File: config.mk
export PLATFORM = sky130hd
export DESIGN_NAME = rx_lock_detect
export DESIGN_NICKNAME = d
export VERILOG_FILES = /design/src/rtl/rxld_pkg.sv /design/src/rtl/rxld_run_mon.sv /design/src/rtl/rxld_freq_mon.sv /design/src/rtl/rxld_src_sel.sv /design/src/rtl/rx_lock_detect.sv
export SDC_FILE = /design/constraint.sdc
export NUM_CORES = 1
export LEC_CHECK = 0
export BUFFER_PORTS_ARGS = -buffer_cell sky130_fd_sc_hd__buf_2
export CAP_MARGIN = 20
export CORE_UTILIZATION = 55
export CTS_CLUSTER_DIAMETER = 150
export CTS_CLUSTER_SIZE = 12
export DETAILED_ROUTE_END_ITERATION = 12
export GPL_TIMING_DRIVEN = 0
export PLACE_DENSITY_LB_ADDON = 0.3
export SYNTH_ARGS = -nofsm -noshare
export SYNTH_HDL_FRONTEND = slang
export SYNTH_SLANG_ARGS = --single-unit
File: constraint.sdc
create_clock -name clk_i -period 5.2 [get_ports clk_i]
set_input_delay 1.04 -clock clk_i [delete_from_list [all_inputs] [get_ports clk_i]]
set_output_delay 1.04 -clock clk_i [all_outputs]
set_load 0.05 [all_outputs]
File: src/rtl/rxld_pkg.sv
package rxld_pkg;
  // allowed deviation in counts for a nominal count and a ppm tolerance
  function automatic int ppm_span(input int nom, input int ppm);
    longint prod;
    prod = longint'(nom) * longint'(ppm);
    return int'(prod / 64'd1000000);
  endfunction
endpackage

File: src/rtl/rxld_run_mon.sv
module rxld_run_mon #(
  parameter int RUN_LIMIT = 120,
  parameter int LOCK_BITS = 250
) (
  input  logic clk_i,
  input  logic rst_ni,
  input  logic data_i,
  input  logic bit_tick_i,
  output logic viol_o,
  output logic clean_o
);
  localparam int RW = $clog2(RUN_LIMIT + 1);
  localparam int GW = $clog2(LOCK_BITS + 1);

  logic          prev_q;
  logic [RW-1:0] run_q;
  logic [GW-1:0] good_q;
  logic          trans;

  assign trans  = data_i ^ prev_q;
  assign viol_o = bit_tick_i && !trans && (run_q >= RW'(RUN_LIMIT));
  assign clean_o = (good_q == GW'(LOCK_BITS));

  always_ff @(posedge clk_i or negedge rst_ni) begin
    if (!rst_ni) begin
      prev_q <= 1'b0;
      run_q  <= '0;
      good_q <= '0;
    end else if (bit_tick_i) begin
      prev_q <= data_i;
      if (trans)                          run_q <= RW'(1);
      else if (run_q < RW'(RUN_LIMIT))    run_q <= run_q + RW'(1);
      if (viol_o)                         good_q <= '0;
      else if (good_q != GW'(LOCK_BITS))  good_q <= good_q + GW'(1);
    end
  end
endmodule

File: src/rtl/rxld_freq_mon.sv
module rxld_freq_mon #(
  parameter int WIN_LOG2     = 14,
  parameter int BITS_PER_REF = 10,
  parameter int PPM_TOL      = 600
) (
  input  logic clk_i,
  input  logic rst_ni,
  input  logic bit_tick_i,
  input  logic ref_tick_i,
  output logic win_end_o,
  output logic win_pass_o,
  output logic freq_bad_o
);
  localparam int NOM = (2 ** WIN_LOG2) * BITS_PER_REF;
  localparam int DEV = rxld_pkg::ppm_span(NOM, PPM_TOL);
  localparam int LO  = NOM - DEV;
  localparam int HI  = NOM + DEV;
  localparam int CW  = $clog2(2 * NOM + 1);

  logic [WIN_LOG2-1:0] ref_q;
  logic [CW-1:0]       cnt_q, cnt_inc, total;
  logic                bad_q;

  assign cnt_inc    = (&cnt_q) ? cnt_q : cnt_q + CW'(1);
  assign total      = bit_tick_i ? cnt_inc : cnt_q;
  assign win_end_o  = ref_tick_i && (&ref_q);
  assign win_pass_o = (total >= CW'(LO)) && (total <= CW'(HI));
  assign freq_bad_o = bad_q;

  always_ff @(posedge clk_i or negedge rst_ni) begin
    if (!rst_ni) begin
      ref_q <= '0;
      cnt_q <= '0;
      bad_q <= 1'b0;
    end else begin
      if (ref_tick_i) ref_q <= ref_q + WIN_LOG2'(1);
      if (win_end_o) begin
        cnt_q <= '0;
        bad_q <= !win_pass_o;
      end else begin
        cnt_q <= total;
      end
    end
  end
endmodule

File: src/rtl/rxld_src_sel.sv
module rxld_src_sel #(
  parameter int WORD_BITS = 10
) (
  input  logic clk_i,
  input  logic rst_ni,
  input  logic bit_tick_i,
  input  logic want_ref_i,
  output logic word_end_o,
  output logic sel_ref_o
);
  localparam int WW = $clog2(WORD_BITS);

  logic [WW-1:0] word_q;
  logic          sel_q;

  assign word_end_o = bit_tick_i && (word_q == WW'(WORD_BITS - 1));
  assign sel_ref_o  = sel_q;

  always_ff @(posedge clk_i or negedge rst_ni) begin
    if (!rst_ni) begin
      word_q <= '0;
      sel_q  <= 1'b1;
    end else if (bit_tick_i) begin
      word_q <= word_end_o ? '0 : word_q + WW'(1);
      if (word_end_o) sel_q <= want_ref_i;  // switch only between words
    end
  end
endmodule

File: src/rtl/rx_lock_detect.sv
module rx_lock_detect #(
  parameter int RUN_LIMIT    = 120,
  parameter int LOCK_BITS    = 250,
  parameter int WIN_LOG2     = 14,
  parameter int BITS_PER_REF = 10,
  parameter int PPM_TOL      = 600,
  parameter int WORD_BITS    = 10
) (
  input  logic clk_i,
  input  logic rst_ni,
  input  logic data_i,
  input  logic bit_tick_i,
  input  logic ref_tick_i,
  input  logic force_ref_ni,
  output logic lock_o,
  output logic sel_ref_o
);
  logic run_viol, run_clean;
  logic win_end, win_pass, freq_bad;
  logic word_end, want_ref;

  rxld_run_mon #(.RUN_LIMIT(RUN_LIMIT), .LOCK_BITS(LOCK_BITS)) u_run (
    .clk_i, .rst_ni, .data_i, .bit_tick_i,
    .viol_o(run_viol), .clean_o(run_clean)
  );

  rxld_freq_mon #(.WIN_LOG2(WIN_LOG2), .BITS_PER_REF(BITS_PER_REF),
                  .PPM_TOL(PPM_TOL)) u_freq (
    .clk_i, .rst_ni, .bit_tick_i, .ref_tick_i,
    .win_end_o(win_end), .win_pass_o(win_pass), .freq_bad_o(freq_bad)
  );

  assign lock_o   = run_clean && !freq_bad;
  assign want_ref = !lock_o || !force_ref_ni;

  rxld_src_sel #(.WORD_BITS(WORD_BITS)) u_sel (
    .clk_i, .rst_ni, .bit_tick_i, .want_ref_i(want_ref),
    .word_end_o(word_end), .sel_ref_o
  );
endmodule

Word-level counts from Yosys, hierarchy flattened
Index checks and enable logic that the tools add are counted.
{"block": "op_classes", "addsub": 5, "order_cmp": 4, "eq_ne": 3, "mux": 8, "bitwise": 1, "n_reduce_logical": 19}
{"operator": "2-to-1 mux 19 bit", "count": 3}
{"operator": "adder 19 x 1 -> 19 bit, second input constant", "count": 1}
{"operator": "greater-or-equal comparator 19 x 18 -> 1 bit, second input constant", "count": 1}
{"operator": "<= comparator 19 x 18 -> 1 bit, second input constant", "count": 1}
{"operator": "AND reduction 19 bit", "count": 1}
{"operator": "2-to-1 mux 8 bit", "count": 2}
{"operator": "adder 14 x 1 -> 14 bit, second input constant", "count": 1}
{"operator": "2-to-1 mux 7 bit", "count": 2}
{"operator": "AND reduction 14 bit", "count": 1}
{"operator": "adder 8 x 1 -> 8 bit, second input constant", "count": 1}
{"operator": "equality test 8 bit, second input constant", "count": 1}
{"operator": "inequality test 8 bit, second input constant", "count": 1}
{"operator": "adder 7 x 1 -> 7 bit, second input constant", "count": 1}
{"operator": "greater-or-equal comparator 7 bit, second input constant", "count": 1}
{"operator": "less-than comparator 7 bit, second input constant", "count": 1}
{"operator": "logical AND 1 bit", "count": 6}
{"operator": "AND reduction 2 bit", "count": 3}
{"operator": "logical NOT 1 bit", "count": 5}
{"operator": "adder 4 x 1 -> 4 bit, second input constant", "count": 1}
{"operator": "equality test 4 bit, second input constant", "count": 1}
{"operator": "2-to-1 mux 4 bit", "count": 1}
{"operator": "nonzero test 2 bit", "count": 2}
{"operator": "logical OR 1 bit", "count": 1}
{"operator": "XOR 1 bit", "count": 1}
{"block": "word_totals", "reg_bits": 55, "wordCells": 48}

Longest topological paths before layout
Gate-level depths: netlist of run 1.
{"block": "depth", "word_depth": 6, "ltp_mapped": 9}

Hierarchy
A second synthesis of run 1 with hierarchy kept.
{"block": "unflattened", "cells_unflattened": 389, "area_unflattened_um2": 3609.7}
{"mod": "rxld_freq_mon", "n_inst": 1, "cells_each": 271, "area_per_inst_um2": 2437.3}
{"mod": "rxld_run_mon", "n_inst": 1, "cells_each": 91, "area_per_inst_um2": 887.1}
{"mod": "rxld_src_sel", "n_inst": 1, "cells_each": 25, "area_per_inst_um2": 271.5}
{"mod": "rx_lock_detect", "n_inst": 1, "cells_each": 2, "area_per_inst_um2": 13.8}

Worst setup path after synthesis of run 1
No wires, ideal clock.
{"block": "synth_timing", "path_type": "input -> register", "startpoint": "input port bit_tick_i", "endpoint": "register u_freq.bad_q, in the netlist u_freq.freq_bad_o", "setup_time_ns": 0.143, "arrival_time_ns": 2.863, "required_time_ns": 5.057, "setup_slack_ns": 2.194, "cell_stages": 7, "n_path_buf": 0, "path_cell_list": "nand4_2 or4_1 o22ai_1 a21oi_1 or4_1 o41ai_2 a31oi_1"}
{"block": "synth_via", "elab_chain_len": 4, "elab_cells_between_ends": 5}
{"item": "start: declaration", "line_no": "rx_lock_detect.sv:12", "text": "input logic bit_tick_i,"}
{"item": "2-to-1 mux 19 bit *", "line_no": "rxld_freq_mon.sv:25", "text": "assign total = bit_tick_i ? cnt_inc : cnt_q;"}
{"item": "greater-or-equal comparator 19 x 18 -> 1 bit or <= comparator 19 x 18 -> 1 bit (tied branches)", "line_no": "rxld_freq_mon.sv:27", "text": "assign win_pass_o = (total >= CW'(LO)) && (total <= CW'(HI));"}
{"item": "logical AND 1 bit *", "line_no": "rxld_freq_mon.sv:27"}
{"item": "logical NOT 1 bit *", "line_no": "rxld_freq_mon.sv:39", "text": "bad_q <= !win_pass_o;"}
{"item": "end signal: assignment", "line_no": "rxld_freq_mon.sv:39"}
{"item": "end: declaration", "line_no": "rxld_freq_mon.sv:22", "text": "logic bad_q;"}
Every way passes the cells marked *; elsewhere a longest branch is shown, timed or not.
A chain may end at the register's enable or synchronous reset.

Worst setup path in the final report of run 1
Same ends and word-level chain as after synthesis.

==> qor.csv, run 1 <==
stage,metric,value,unit
outcome,outcome,"complete, no violations",
power_and_ir_drop,clkPwrFrac,0.186,
power_and_ir_drop,internal-power,801,uW
cells_and_area,n_antenna_cell,0,
routing,m1WireLength,2950,microns
worst_setup_path,cp_max_fo,7,
timing,hold_slack,475,ps
cts,cts-root-buf,clkbuf_8,
worst_setup_path,cp_top_family,simple AND/OR/NAND/NOR gates,
die,fp.coreArea,5510,sq um
worst_setup_path,crit_chain,buf_2 > nand4_2 > or4_1 > o22ai_1 > a21oi_1 > or4_1 > o41ai_2 > a31oi_1,
timing,setup-violations-final,0,
cts,cts_hold_buf,0,
power_and_ir_drop,leakage,0.00143,uW
cts,ctsHtreeMaxLevel,2,
worst_setup_path,critPathKind,input pin to flop,
power_and_ir_drop,switching_power,462,uW
logic_synthesis,synth_ff_type,dfrtp_1,
placement,placedInstanceArea,3300,sq um
logic_synthesis,yosysTopAreaCell,dfrtp_1,
logic_synthesis,ys_ff_latch,55,
worst_setup_path,reg2reg_slack,2080,ps
timing,rsz0062_at_grt,no,
cts,cts_made_buffers,5,
timing,min_period,3160,ps
global_routing,first_global_vias,2460,
flow_run,cap_violations,0,
cts,ctsResizeCount,0,
cells_and_area,n_fill_cell,493,
logic_synthesis,postSynthCellCount,347,
logic_synthesis,ys_types,55,
cts,cts_setup_buffers,0,
worst_setup_path,r2r_cells,9,
timing,fin_crit_sh,0.608,
routing,drt-initial-drc-count,160,
routing,vias,2589,
power_and_ir_drop,netSwitchingFraction,0.366,
worst_setup_path,cp-end-kind,flop,
logic_synthesis,synth_top_cell_area_share,0.429,
cells_and_area,fin_area,3390,sq um
logic_synthesis,syn-num-nets,361,
cells_and_area,final_nets,376,
die,die_y,77.7,microns
global_routing,grt_start_max_net_pins,33,
logic_synthesis,ys_seq_area_frac,0.437,
timing,slew_violations,0,
timing,worst_slew_pin_slew,797,ps
placement,gp_congestion,0.836,
die,start_util,0.572,
timing,hold_viol_final,0,
routing,wl_met3,148,microns
cts,clkTransAtPathRegs,100,ps
logic_synthesis,synth_edf_count,0,
worst_setup_path,slowest_stage,or4_1,
routing,drc_errors,0,
worst_setup_path,cp.arrival,3330,ps
worst_hold_path,holdCritPathClass,flop to flop,
logic_synthesis,yosysWarnings,0,
routing,met2_length,3000,microns
worst_setup_path,setup.worst_path.end,u_freq.freq_bad_o$_DFFE_PN0P_,
placement,hpwl,4470,microns
cts,cts_tree,yes,
worst_setup_path,cp-startpoint,bit_tick_i,
timing,max_slew_margin,0.464,
worst_setup_path,start_kind,input pin,
worst_setup_path,worst-path-buf-inv,1,
global_routing,track_usage,0.220,
placement,portBuffers,7,
power_and_ir_drop,pwr-share-comb,0.295,
cells_and_area,drive_gt1_frac,0.0937,
global_routing,grt_pass1_wl,10700,microns
cts,cts.path.max_buffers,2,
logic_synthesis,async_reset_ff_frac,1.00,
routing,wire_per_inst,14.1,microns
die,io_pins,8,
power_and_ir_drop,fin_total_pwr,1260,uW
power_and_ir_drop,power_per_cell_area,372,nW/um^2
global_routing,grt-ovfl-total,0,
routing,wirelength,6140,microns
worst_setup_path,critPathRequiredTime,5370,ps
routing,routed.top_layer,met4,
cts,cts.sinks,55,
global_routing,antenna_found_initial,0,
cts,clock_latency,300,ps
routing,via_per_inst,5.95,
cells_and_area,area_growth,7.70,%
routing,ant_nets,0,
power_and_ir_drop,irDropWorstVdd,239,uV
worst_setup_path,r2r_start,u_freq.cnt_q[0]$_DFF_PN0_,
logic_synthesis,synth.avg_cell_area,9.08,sq um
timing,worst_clock_skew,16.4,ps
routing,first_pass_iters,5,
die,die-area,6040,sq um
power_and_ir_drop,seq_power_share,0.519,
logic_synthesis,synthTopCellsByArea,"dfrtp_1 43%, nor2_1 4.8%, xnor2_1 4.7%, nand2_1 4.4%, xor2_1 3.9%",
timing,fin_tns_setup,0,ps
worst_setup_path,crit_top_cell,or4_1,
die,fp.dieW,77.7,microns
timing,fmax,316,MHz
worst_setup_path,critPathMaxStageDelay,630,ps
die,row_count,27,
worst_setup_path,r2r-end,u_freq.freq_bad_o$_DFFE_PN0P_,
worst_setup_path,path_depth,8,
logic_synthesis,synth_area,3150,sq um
metal layers:
layer | global-route usage | vias to the layer above
met3 | 0.0271 | 6
met5 | 0 | -
met2 | 0.379 | 41
li1 | - | 1279
met1 | 0.292 | 1263
met4 | 0.0604 | 0
stage by stage:
stage	util	std cells	worst slack [ps]
4_1_cts	0.616	435	2110
3_5_place_dp	0.600	427	1790
6_report	0.616	435	2040
2_1_floorplan	-	347	2190
3_3_place_gp	0.595	426	1790
5_1_grt	0.616	435	1990
logic make-up (layout without fill, tap and decap cells):
group                      count (synthesis)  count (layout)  share of synthesized area
AOI/OAI and AO/OA                         62              62                      0.129
xor gates and xnor gates                  31              31                     0.0861
adders and majority gates                  8               8                     0.0318
buffers and inverters                     24              40                     0.0329
DFF                                       55              55                      0.437
muxes                                      7               7                     0.0238
and+or+nand+nor                          160             160                      0.259
worst min-delay path by stage:
stage / from / end / cells past startpoint
2_1_floorplan: u_freq.ref_q[8]$_DFFE_PN0P_ / u_freq.ref_q[8]$_DFFE_PN0P_ / 1
3_5_place_dp: u_freq.ref_q[12]$_DFFE_PN0P_ / u_freq.ref_q[12]$_DFFE_PN0P_ / 1
3_3_place_gp: u_freq.ref_q[13]$_DFFE_PN0P_ / u_freq.ref_q[13]$_DFFE_PN0P_ / 1
5_1_grt: u_freq.ref_q[8]$_DFFE_PN0P_ / u_freq.ref_q[8]$_DFFE_PN0P_ / 1
4_1_cts: u_freq.ref_q[12]$_DFFE_PN0P_ / u_freq.ref_q[12]$_DFFE_PN0P_ / 1
6_report: u_freq.ref_q[12]$_DFFE_PN0P_ / u_freq.ref_q[12]$_DFFE_PN0P_ / 1
power groups by stage:
stage	combinational [uW]	clock (uW)	sequential [uW]
final	373	235	656
after global routing	429	259	675
after detailed placement	373	0	662
after global placement	356	0	657
after CTS	375	247	654
after floorplan	289	0	648
layout by cell type, fill, tap and decap left out, types with 5 or more instances in the layout:
cell type and count:
ha_1 8, o21ai_0 21, and3_1 10, clkbuf_8 5, xnor2_1 17, dfrtp_1 54, buf_2 12, a21oi_1 11
xor2_1 14, nor3_1 11, nand3_1 19, nand2_1 37, inv_1 8, clkbuf_1 8, nand4_1 14, nor2_1 40
cell type report:
cell class | instances | area [sq um] | area share
Buffer | 15 | 70.1 | 0.0206
Clock buffer | 6 | 72.6 | 0.0214
Clock inverter | 2 | 17.5 | 0.00516
Inverter | 9 | 33.8 | 0.00995
Multi-Input combinational cell | 268 | 1670 | 0.492
Sequential cell | 55 | 1380 | 0.406
Tap cell | 72 | 90.1 | 0.0265
Timing Repair Buffer | 8 | 62.6 | 0.0184
synthesized netlist by cell type, types with 2 or more instances:
library cell and n:
nand2b_1 4, mux2i_1 3, buf_2 5, and3_1 10, a2111oi_0 2, nor4_1 3
inv_1 8, nand2_1 37, a22o_1 2, o22ai_1 2, or4_4 2, xnor2_1 17
o2bb2ai_1 2, dfrtp_1 54, o21ai_0 21, nor2b_1 2, or4_1 4, o2111ai_1 2
nor2_1 40, and2_1 2, buf_4 2, o21ai_1 2, mux2_2 4, clkbuf_1 7
a31oi_1 4, xor2_1 14, ha_1 8, nor3_1 11, or3_1 4, nor3b_1 2
a21oi_1 11, nand3_1 19, nand4_1 14, a211oi_1 2
state kept, by name (all words and copies together) (netlist names):
| register | cells |
|---|---|
| u_run.good_q | 8 |
| u_freq.freq_bad_o | 1 |
| u_sel.sel_ref_o | 1 |
| u_sel.word_q | 4 |
| u_freq.ref_q | 14 |
| u_freq.cnt_q | 19 |
| u_run.prev_q | 1 |
| u_run.run_q | 7 |
worst register-to-register path, stage by stage (launching register included):
cell	delay, ps
dfrtp_1	470
ha_1	190
buf_4	160
nand4_2	190
or4_1	640
o22ai_1	160
a21oi_1	90
or4_1	550
o41ai_2	410
a31oi_1	140
Note: power is estimated with default switching activity, not from simulation.
==> run 2: changes to the inputs <==
--- a/config.mk
+++ b/config.mk
@@ -5,6 +5,7 @@
 export SDC_FILE = /design/constraint.sdc
 export NUM_CORES = 1
 export LEC_CHECK = 0
+export ABC_AREA = 1
 export BUFFER_PORTS_ARGS = -buffer_cell sky130_fd_sc_hd__buf_2
 export CAP_MARGIN = 20
 export CORE_UTILIZATION = 55
==> constraint.sdc (replaced) <==
create_clock -name clk_i -period 2.55 [get_ports clk_i]
set_input_delay 0.51 -clock clk_i [delete_from_list [all_inputs] [get_ports clk_i]]
set_output_delay 0.51 -clock clk_i [all_outputs]
set_load 0.05 [all_outputs]
==> run 2 against run 1 <==
Effect of this change:
- global-route usage up 1.1 points
- sequential power up 120%
- routed wire length up 9.6%
- area after synthesis up 6.3%
- via count up 8.7%
- critical endpoint is now lock_o
- non-clock buffer count down 8
- sequential share of layout area down 2.6 points
- register-to-register slack worse by 1800 ps
- utilization about the same
==> qor.csv, run 2 <==
stage,metric,value,unit,change
outcome,outcome,"complete, no violations",,
logic_synthesis,synth_ff_type,dfrtp_1,,
cells_and_area,largest_reg_flops,19,,unchanged
worst_setup_path,cp.arrival,1880,ps,-1450 ps
logic_synthesis,synthTopCellsByArea,"dfrtp_1 40%, nand2_1 12%, nor2_1 6.7%, inv_1 6.4%, nand3_1 6.0%",,
cells_and_area,n_antenna_cell,0,,unchanged
cts,ctsResizeCount,0,,unchanged
cts,cts_hold_buf,0,,unchanged
cts,clkTransAtPathRegs,100,ps,about the same
worst_setup_path,critPathRequiredTime,2040,ps,-3330 ps
routing,first_pass_iters,4,,-1
timing,hold_viol_final,0,,unchanged
die,io_pins,8,,unchanged
timing,hold_slack,105,ps,-370 ps
routing,wirelength,6730,microns,+9.6%
cts,ctsHtreeMaxLevel,2,,unchanged
cells_and_area,top_register,u_freq.cnt_q,,
cells_and_area,multi_input_area,1710,sq um,+2.3%
global_routing,first_global_vias,2709,,+10%
cells_and_area,final_cell_mix,"108 x nand2_1, 60 x nor2_1, 57 x inv_1",,
timing,fin_tns_setup,0,ps,unchanged
logic_synthesis,synth.avg_cell_area,7.46,sq um,-18%
logic_synthesis,synth_area,3350,sq um,+6.3%
cts,cts-root-buf,clkbuf_8,,
worst_setup_path,cp-startpoint,u_run.good_q[0]$_DFFE_PN0P_,,
global_routing,grt_start_max_net_pins,42,,+27%
worst_setup_path,cp_max_fo,4,,-3
cells_and_area,post-route-util,0.617,,about the same
worst_setup_path,critPathKind,flop to output port,,
timing,fmax,419,MHz,
routing,ant_nets,0,,unchanged
routing,wire_per_inst,12.5,microns,-12%
flow_run,cap_violations,0,,unchanged
power_and_ir_drop,power_per_cell_area,968,nW/um^2,+160%
cells_and_area,n_fill_cell,520,,+5.5%
logic_synthesis,synth_edf_count,0,,unchanged
cts,clock_latency,310,ps,about the same
power_and_ir_drop,leakage,0.00181,uW,+27%
worst_hold_path,holdCritPathClass,input pin to asynchronous set/reset pin,,
logic_synthesis,async_reset_ff_frac,1.00,,unchanged
cells_and_area,drive_gt1_frac,0.119,,+0.0249
worst_setup_path,r2r_start,u_freq.cnt_q[1]$_DFF_PN0_,,
timing,min_period,2390,ps,
routing,vias,2815,,+8.7%
cells_and_area,top_regs,"u_freq.cnt_q: 19 flops, u_freq.ref_q: 14 flops, u_run.good_q: 8 flops",,
logic_synthesis,yosysTopAreaCell,dfrtp_1,,
timing,slew_violations,0,,unchanged
die,row_count,28,,+3.7%
die,die-area,6410,sq um,+6.1%
routing,drt-initial-drc-count,123,,-23%
cells_and_area,final_nets,477,,+27%
die,die_y,80.1,microns,+3.0%
worst_setup_path,cp-end-kind,output port,,
timing,worst_clock_skew,11.3,ps,-5.11 ps
global_routing,antenna_found_initial,0,,unchanged
cells_and_area,regArea,1380,sq um,unchanged
placement,hpwl,5120,microns,+14%
cts,cts_made_buffers,5,,unchanged
logic_synthesis,yosysWarnings,0,,unchanged
timing,max_slew_margin,0.739,,+0.275
worst_setup_path,critPathMaxStageDelay,420,ps,-210 ps
cells_and_area,mostFrequentLayoutCell,nand2_1,,
worst_setup_path,start_kind,flop,,
logic_synthesis,syn-num-nets,463,,+28%
routing,drc_errors,0,,unchanged
timing,setup-violations-final,0,,unchanged
cts,cts.path.max_buffers,2,,unchanged
placement,portBuffers,6,,-1
timing,worst_slew_pin_slew,392,ps,-406 ps
global_routing,grt-ovfl-total,0,,unchanged
logic_synthesis,synth_most_common_cell,nand2_1,,
cts,cts_setup_buffers,0,,unchanged
logic_synthesis,ys_ff_latch,55,,unchanged
timing,rsz0062_at_grt,no,,
logic_synthesis,ys_seq_area_frac,0.411,,-0.0260
die,start_util,0.569,,-0.00307
power_and_ir_drop,irDropWorstVdd,582,uV,+140%
timing,fin_crit_sh,0.936,,
worst_setup_path,worst-path-buf-inv,4,,+3
global_routing,track_usage,0.231,,+0.0112
worst_setup_path,cp_top_family,buffers and inverters,,
logic_synthesis,ys_types,34,,-38%
routing,via_per_inst,5.22,,-12%
cells_and_area,area_growth,8.36,%,
worst_setup_path,slowest_stage,dfrtp_1,,
logic_synthesis,synth_commonest_cells,"108 x nand2_1, 60 x nor2_1, 57 x inv_1",,
die,fp.coreArea,5890,sq um,+6.9%
logic_synthesis,postSynthCellCount,449,,+29%
cts,cts_tree,yes,,
logic_synthesis,synth_top_cell_area_share,0.403,,-0.0255
worst_setup_path,crit_chain,inv_1 > ha_1 > inv_1 > nor4_4 > inv_1 > nor2_1 > clkbuf_4,,
cts,cts.sinks,55,,unchanged
global_routing,grt_pass1_wl,11600,microns,+8.6%
worst_setup_path,crit_top_cell,inv_1,,
die,fp.dieW,80.1,microns,+3.0%
placement,gp_congestion,0.923,,+10%
[run 2: worst register-to-register path: stages, from the launching register on]
cell     delay, ps
dfrtp_1        430
ha_2           280
nand3_1        160
nor2_1         170
nand3_2        160
buf_6          190
nand3_2         70
nand2_1        100
nor2_1         120
nand2_1         70
nor2_2          90
nand3_1         80
nand2_1         60
inv_1           40
nor2_1          90
nor2_1          50
[run 2: where the power goes]
group	switching, uW	internal (uW)
registers	272	1150
logic	978	523
clock network	294	298
total	1540	1970
[run 2: final cells by class]
type,count,area share
Multi-Input combinational cell,327,0.471
Sequential cell,55,0.379
Inverter,59,0.0610
Tap cell,75,0.0258
Clock buffer,5,0.0190
Buffer,8,0.0165
Timing Repair Buffer,7,0.0145
Clock inverter,3,0.0131
[run 2: per-stage QoR]
stage	instances	worst slack (ps)	power (uW)	instance area, sq um
finish	539	162	3510	3630
CTS	539	2.54	3510	3610
global route	539	23.8	3830	3630
floorplan	449	285	2570	3350
global placement	530	258	2840	3470
detailed placement	531	253	2910	3490
[run 2: path summary, 6_finish.rpt]
| path | end | slack, ps | cells past startpoint |
|---|---|---|---|
| worst max register to register | u_freq.freq_bad_o$_DFFE_PN0P_ | 310 | 15 |
| min in group clk_i | u_freq.ref_q[0]$_DFFE_PN0P_ | 440 | 2 |
| max in group asynchronous | u_sel.sel_ref_o$_DFFE_PN1P_ | 1860 | 2 |
| worst max-delay path | lock_o | 160 | 7 |
| worst min register to register | u_sel.word_q[3]$_DFFE_PN0P_ | 480 | 1 |
| worst min-delay path | u_freq.cnt_q[3]$_DFF_PN0_ | 110 | 1 |
[run 2: layer usage]
metal	wire length (microns)	up-vias	share of wire	GRT usage
met3	213	8	0.032	0.0352
met1	3030	1298	0.45	0.294
met5	0	-	0	0
met2	3400	51	0.51	0.404
met4	83	0	0.012	0.0714
li1	-	1458	-	-
[run 2: kinds of logic after synthesis]
family,Yosys count,synth area share
multiplexers,1,0.00336
AND/OR/NAND/NOR,259,0.352
flip-flops,55,0.411
buffers and inverters,67,0.0840
adder cells (fa/ha/maj),8,0.0299
AO/OA/AOI/OAI,37,0.0601
XOR/XNOR,22,0.0597
==> run 3: changes to the inputs <==
--- a/config.mk
+++ b/config.mk
@@ -9,6 +9,7 @@
 export BUFFER_PORTS_ARGS = -buffer_cell sky130_fd_sc_hd__buf_2
 export CAP_MARGIN = 20
 export CORE_UTILIZATION = 55
+export CTS_BUF_LIST = sky130_fd_sc_hd__clkbuf_8
 export CTS_CLUSTER_DIAMETER = 150
 export CTS_CLUSTER_SIZE = 12
 export DETAILED_ROUTE_END_ITERATION = 12
@@ -16,4 +17,5 @@
 export PLACE_DENSITY_LB_ADDON = 0.3
 export SYNTH_ARGS = -nofsm -noshare
 export SYNTH_HDL_FRONTEND = slang
+export SYNTH_HIERARCHICAL = 1
 export SYNTH_SLANG_ARGS = --single-unit
==> run 3 against run 2 <==
Effect of this change:
- sequential share of layout area shrank 2.5 points
- utilization shrank 0.55 points
- sequential power is essentially flat
- clock skew is 3.4 ps lower
- clock-buffer cell count rose by 2
- synthesized cell count grew 13%
- maximum frequency rose by 3.8%
- worst setup slack better by 87 ps
- largest power group is now sequential cells
==> qor.csv, run 3 <==
stage,metric,value,unit,change
outcome,outcome,"complete, no violations",,
flow_run,cap_violations,0,,unchanged
cells_and_area,largest_reg_flops,19,,unchanged
worst_setup_path,crit_top_cell,nand2_1,,
routing,drt-initial-drc-count,156,,+27%
worst_setup_path,slowest_stage,dfrtp_1,,
worst_setup_path,r2r-end,u_freq/freq_bad_o$_DFFE_PN0P_,,
cells_and_area,mostFrequentLayoutCell,nand2_1,,
routing,wire_per_inst,11.7,microns,-6.3%
power_and_ir_drop,power_per_cell_area,853,nW/um^2,-12%
worst_setup_path,critPathMaxStageDelay,440,ps,+20 ps
die,fp.dieW,83.3,microns,+4.0%
timing,fmax,435,MHz,+3.8%
worst_setup_path,start_kind,flop,,
logic_synthesis,synth.avg_cell_area,7.18,sq um,-3.8%
timing,slew_violations,0,,unchanged
timing,min_period,2300,ps,-87.0 ps
worst_setup_path,critPathKind,flop to flop,,
cells_and_area,multi_input_area,1900,sq um,+11%
cts,ctsHtreeMaxLevel,2,,unchanged
power_and_ir_drop,irDropWorstVdd,545,uV,-6.4%
global_routing,track_usage,0.219,,-0.0120
routing,first_pass_iters,4,,unchanged
cells_and_area,n_antenna_cell,0,,unchanged
worst_setup_path,r2r_start,u_freq/cnt_q[0]$_DFF_PN0_,,
timing,rsz0062_at_grt,no,,
timing,setup-violations-final,0,,unchanged
power_and_ir_drop,leakage,0.00207,uW,+14%
routing,vias,3020,,+7.3%
cts,clock_latency,300,ps,about the same
power_and_ir_drop,fin_total_pwr,3310,uW,-5.8%
placement,portBuffers,6,,unchanged
worst_setup_path,reg2reg_slack,250,ps,-60 ps
routing,drc_errors,0,,unchanged
timing,fin_tns_setup,0,ps,unchanged
die,io_pins,8,,unchanged
placement,gp_congestion,0.849,,-8.1%
cts,cts.path.max_buffers,2,,unchanged
timing,max_slew_margin,0.647,,-0.0923
cts,cts.sinks,55,,unchanged
logic_synthesis,syn-num-nets,520,,+12%
cells_and_area,top_regs,"u_freq/cnt_q: 19 flops, u_freq/ref_q: 14 flops, u_run/good_q: 8 flops",,
cells_and_area,top_register,u_freq/cnt_q,,
routing,via_per_inst,5.05,,-3.3%
logic_synthesis,postSynthCellCount,506,,+13%
cts,cts_made_buffers,5,,unchanged
cells_and_area,regArea,1380,sq um,unchanged
cells_and_area,fin_cells,598,,+11%
global_routing,grt-ovfl-total,0,,unchanged
logic_synthesis,synth_area,3630,sq um,+8.4%
global_routing,grt_start_max_net_pins,37,,-12%
die,die_y,83.3,microns,+4.0%
cts,clkTransAtPathRegs,100,ps,about the same
cells_and_area,final_cell_mix,"139 x nand2_1, 75 x inv_1, 60 x nor2_1",,
cts,cts_hold_buf,0,,unchanged
cts,cts-root-buf,clkbuf_8,,
worst_setup_path,cp.arrival,2500,ps,+620 ps
routing,ant_nets,0,,unchanged
cells_and_area,drive_gt1_frac,0.144,,+0.0254
timing,worst_clock_skew,7.90,ps,-3.43 ps
timing,hold_viol_final,0,,unchanged
cts,cts_tree,yes,,
cts,cts_setup_buffers,0,,unchanged
placement,hpwl,5380,microns,+5.1%
worst_setup_path,crit_chain,ha_1 > inv_1 > nor2_2 > nand2_1 > nor2_1 > nand3_1 > nand2_1 > nand2_1 > nand2_2 > nand2_1 > nor2_2 > nand3_1 > nand2_1 > nand3_1 > nand2_1 > nand2_1 > nand2_1 > nand2_1,,
worst_hold_path,holdCritPathClass,input pin to asynchronous set/reset pin,,
die,start_util,0.572,,+0.00272
logic_synthesis,yosysWarnings,6,,+6
worst_setup_path,critPathRequiredTime,2750,ps,+710 ps
placement,place_inst,590,,+11%
worst_setup_path,r2r_cells,18,,+3
global_routing,antenna_found_initial,0,,unchanged
cells_and_area,area_growth,6.89,%,
cells_and_area,n_fill_cell,568,,+9.2%
global_routing,grt_pass1_wl,12600,microns,+8.4%
die,fp.coreArea,6350,sq um,+7.9%
die,row_count,29,,+3.6%
die,die-area,6930,sq um,+8.2%
routing,wirelength,7000,microns,+4.0%
timing,worst_slew_pin_slew,524,ps,+133 ps
worst_setup_path,cp-end-kind,flop,,
global_routing,first_global_vias,2957,,+9.2%
cells_and_area,final_nets,534,,+12%
timing,fin_crit_sh,0.902,,-0.0341
worst_setup_path,cp_max_fo,5,,+1
cts,ctsResizeCount,0,,unchanged
-- run 3: cell count changes in the layout (fill, tap and decap cells not counted), moves of 8 or more --
| cell | previous run | this run |
|---|---|---|
| nand3_1 | 40 | 48 |
| nand2_2 | 8 | 19 |
| a21oi_1 | 16 | 4 |
| nand2_1 | 108 | 139 |
| inv_1 | 57 | 75 |
-- run 3: cell type report --
| cell class | count | area share |
|---|---|---|
| well taps | 77 | 0.0248 |
| repair buffers | 7 | 0.0129 |
| multi-input cells | 363 | 0.490 |
| clock inverters | 1 | 0.00193 |
| plain buffers | 6 | 0.0116 |
| inverters | 82 | 0.0793 |
| flip-flops and latches | 55 | 0.355 |
| clock buffers | 7 | 0.0248 |
-- run 3: report_power, final --
group | total (uW) | internal, uW | switching, uW | leakage, uW
sequential | 1440 | 1130 | 314 | 0.000654
combinational | 1340 | 484 | 861 | 0.00137
clock | 523 | 248 | 276 | 0.0000505
-- run 3: metal layers --
layer / global-route usage / part of all wire / vias to the layer above
li1: - / - / 1587
met1: 0.283 / 0.48 / 1386
met2: 0.386 / 0.49 / 39
met3: 0.0288 / 0.022 / 8
met4: 0.0627 / 0.011 / 0
met5: 0 / 0 / -
-- run 3: worst max-delay path: cells and delay by family (launching register included) --
family                     cells  cell delay, ps
and+or+nand+nor               16            1410
DFF                            1             440
adders and majority gates      1             290
buffers and inverters          1              80
-- run 3: through the flow --
step	utilization	hold WS, ps	setup slack, ps	area [sq um]
2_1_floorplan	-	214	581	3630
3_3_place_gp	0.592	467	105	3760
3_5_place_dp	0.595	480	51.9	3780
4_1_cts	0.611	154	258	3880
5_1_grt	0.611	185	20.4	3880
6_report	0.611	150	249	3880
-- run 3: worst max path at each step --
| stage | to | startpoint | cells after the start |
|---|---|---|---|
| 2_1_floorplan | u_freq/freq_bad_o$_DFFE_PN0P_ | u_freq/cnt_q[0]$_DFF_PN0_ | 18 |
| 3_3_place_gp | u_freq/freq_bad_o$_DFFE_PN0P_ | bit_tick_i | 17 |
| 5_1_grt | u_freq/freq_bad_o$_DFFE_PN0P_ | u_freq/cnt_q[0]$_DFF_PN0_ | 18 |
| 3_5_place_dp | u_freq/freq_bad_o$_DFFE_PN0P_ | bit_tick_i | 17 |
| 4_1_cts | u_freq/freq_bad_o$_DFFE_PN0P_ | u_freq/cnt_q[0]$_DFF_PN0_ | 18 |
| 6_report | u_freq/freq_bad_o$_DFFE_PN0P_ | u_freq/cnt_q[0]$_DFF_PN0_ | 18 |
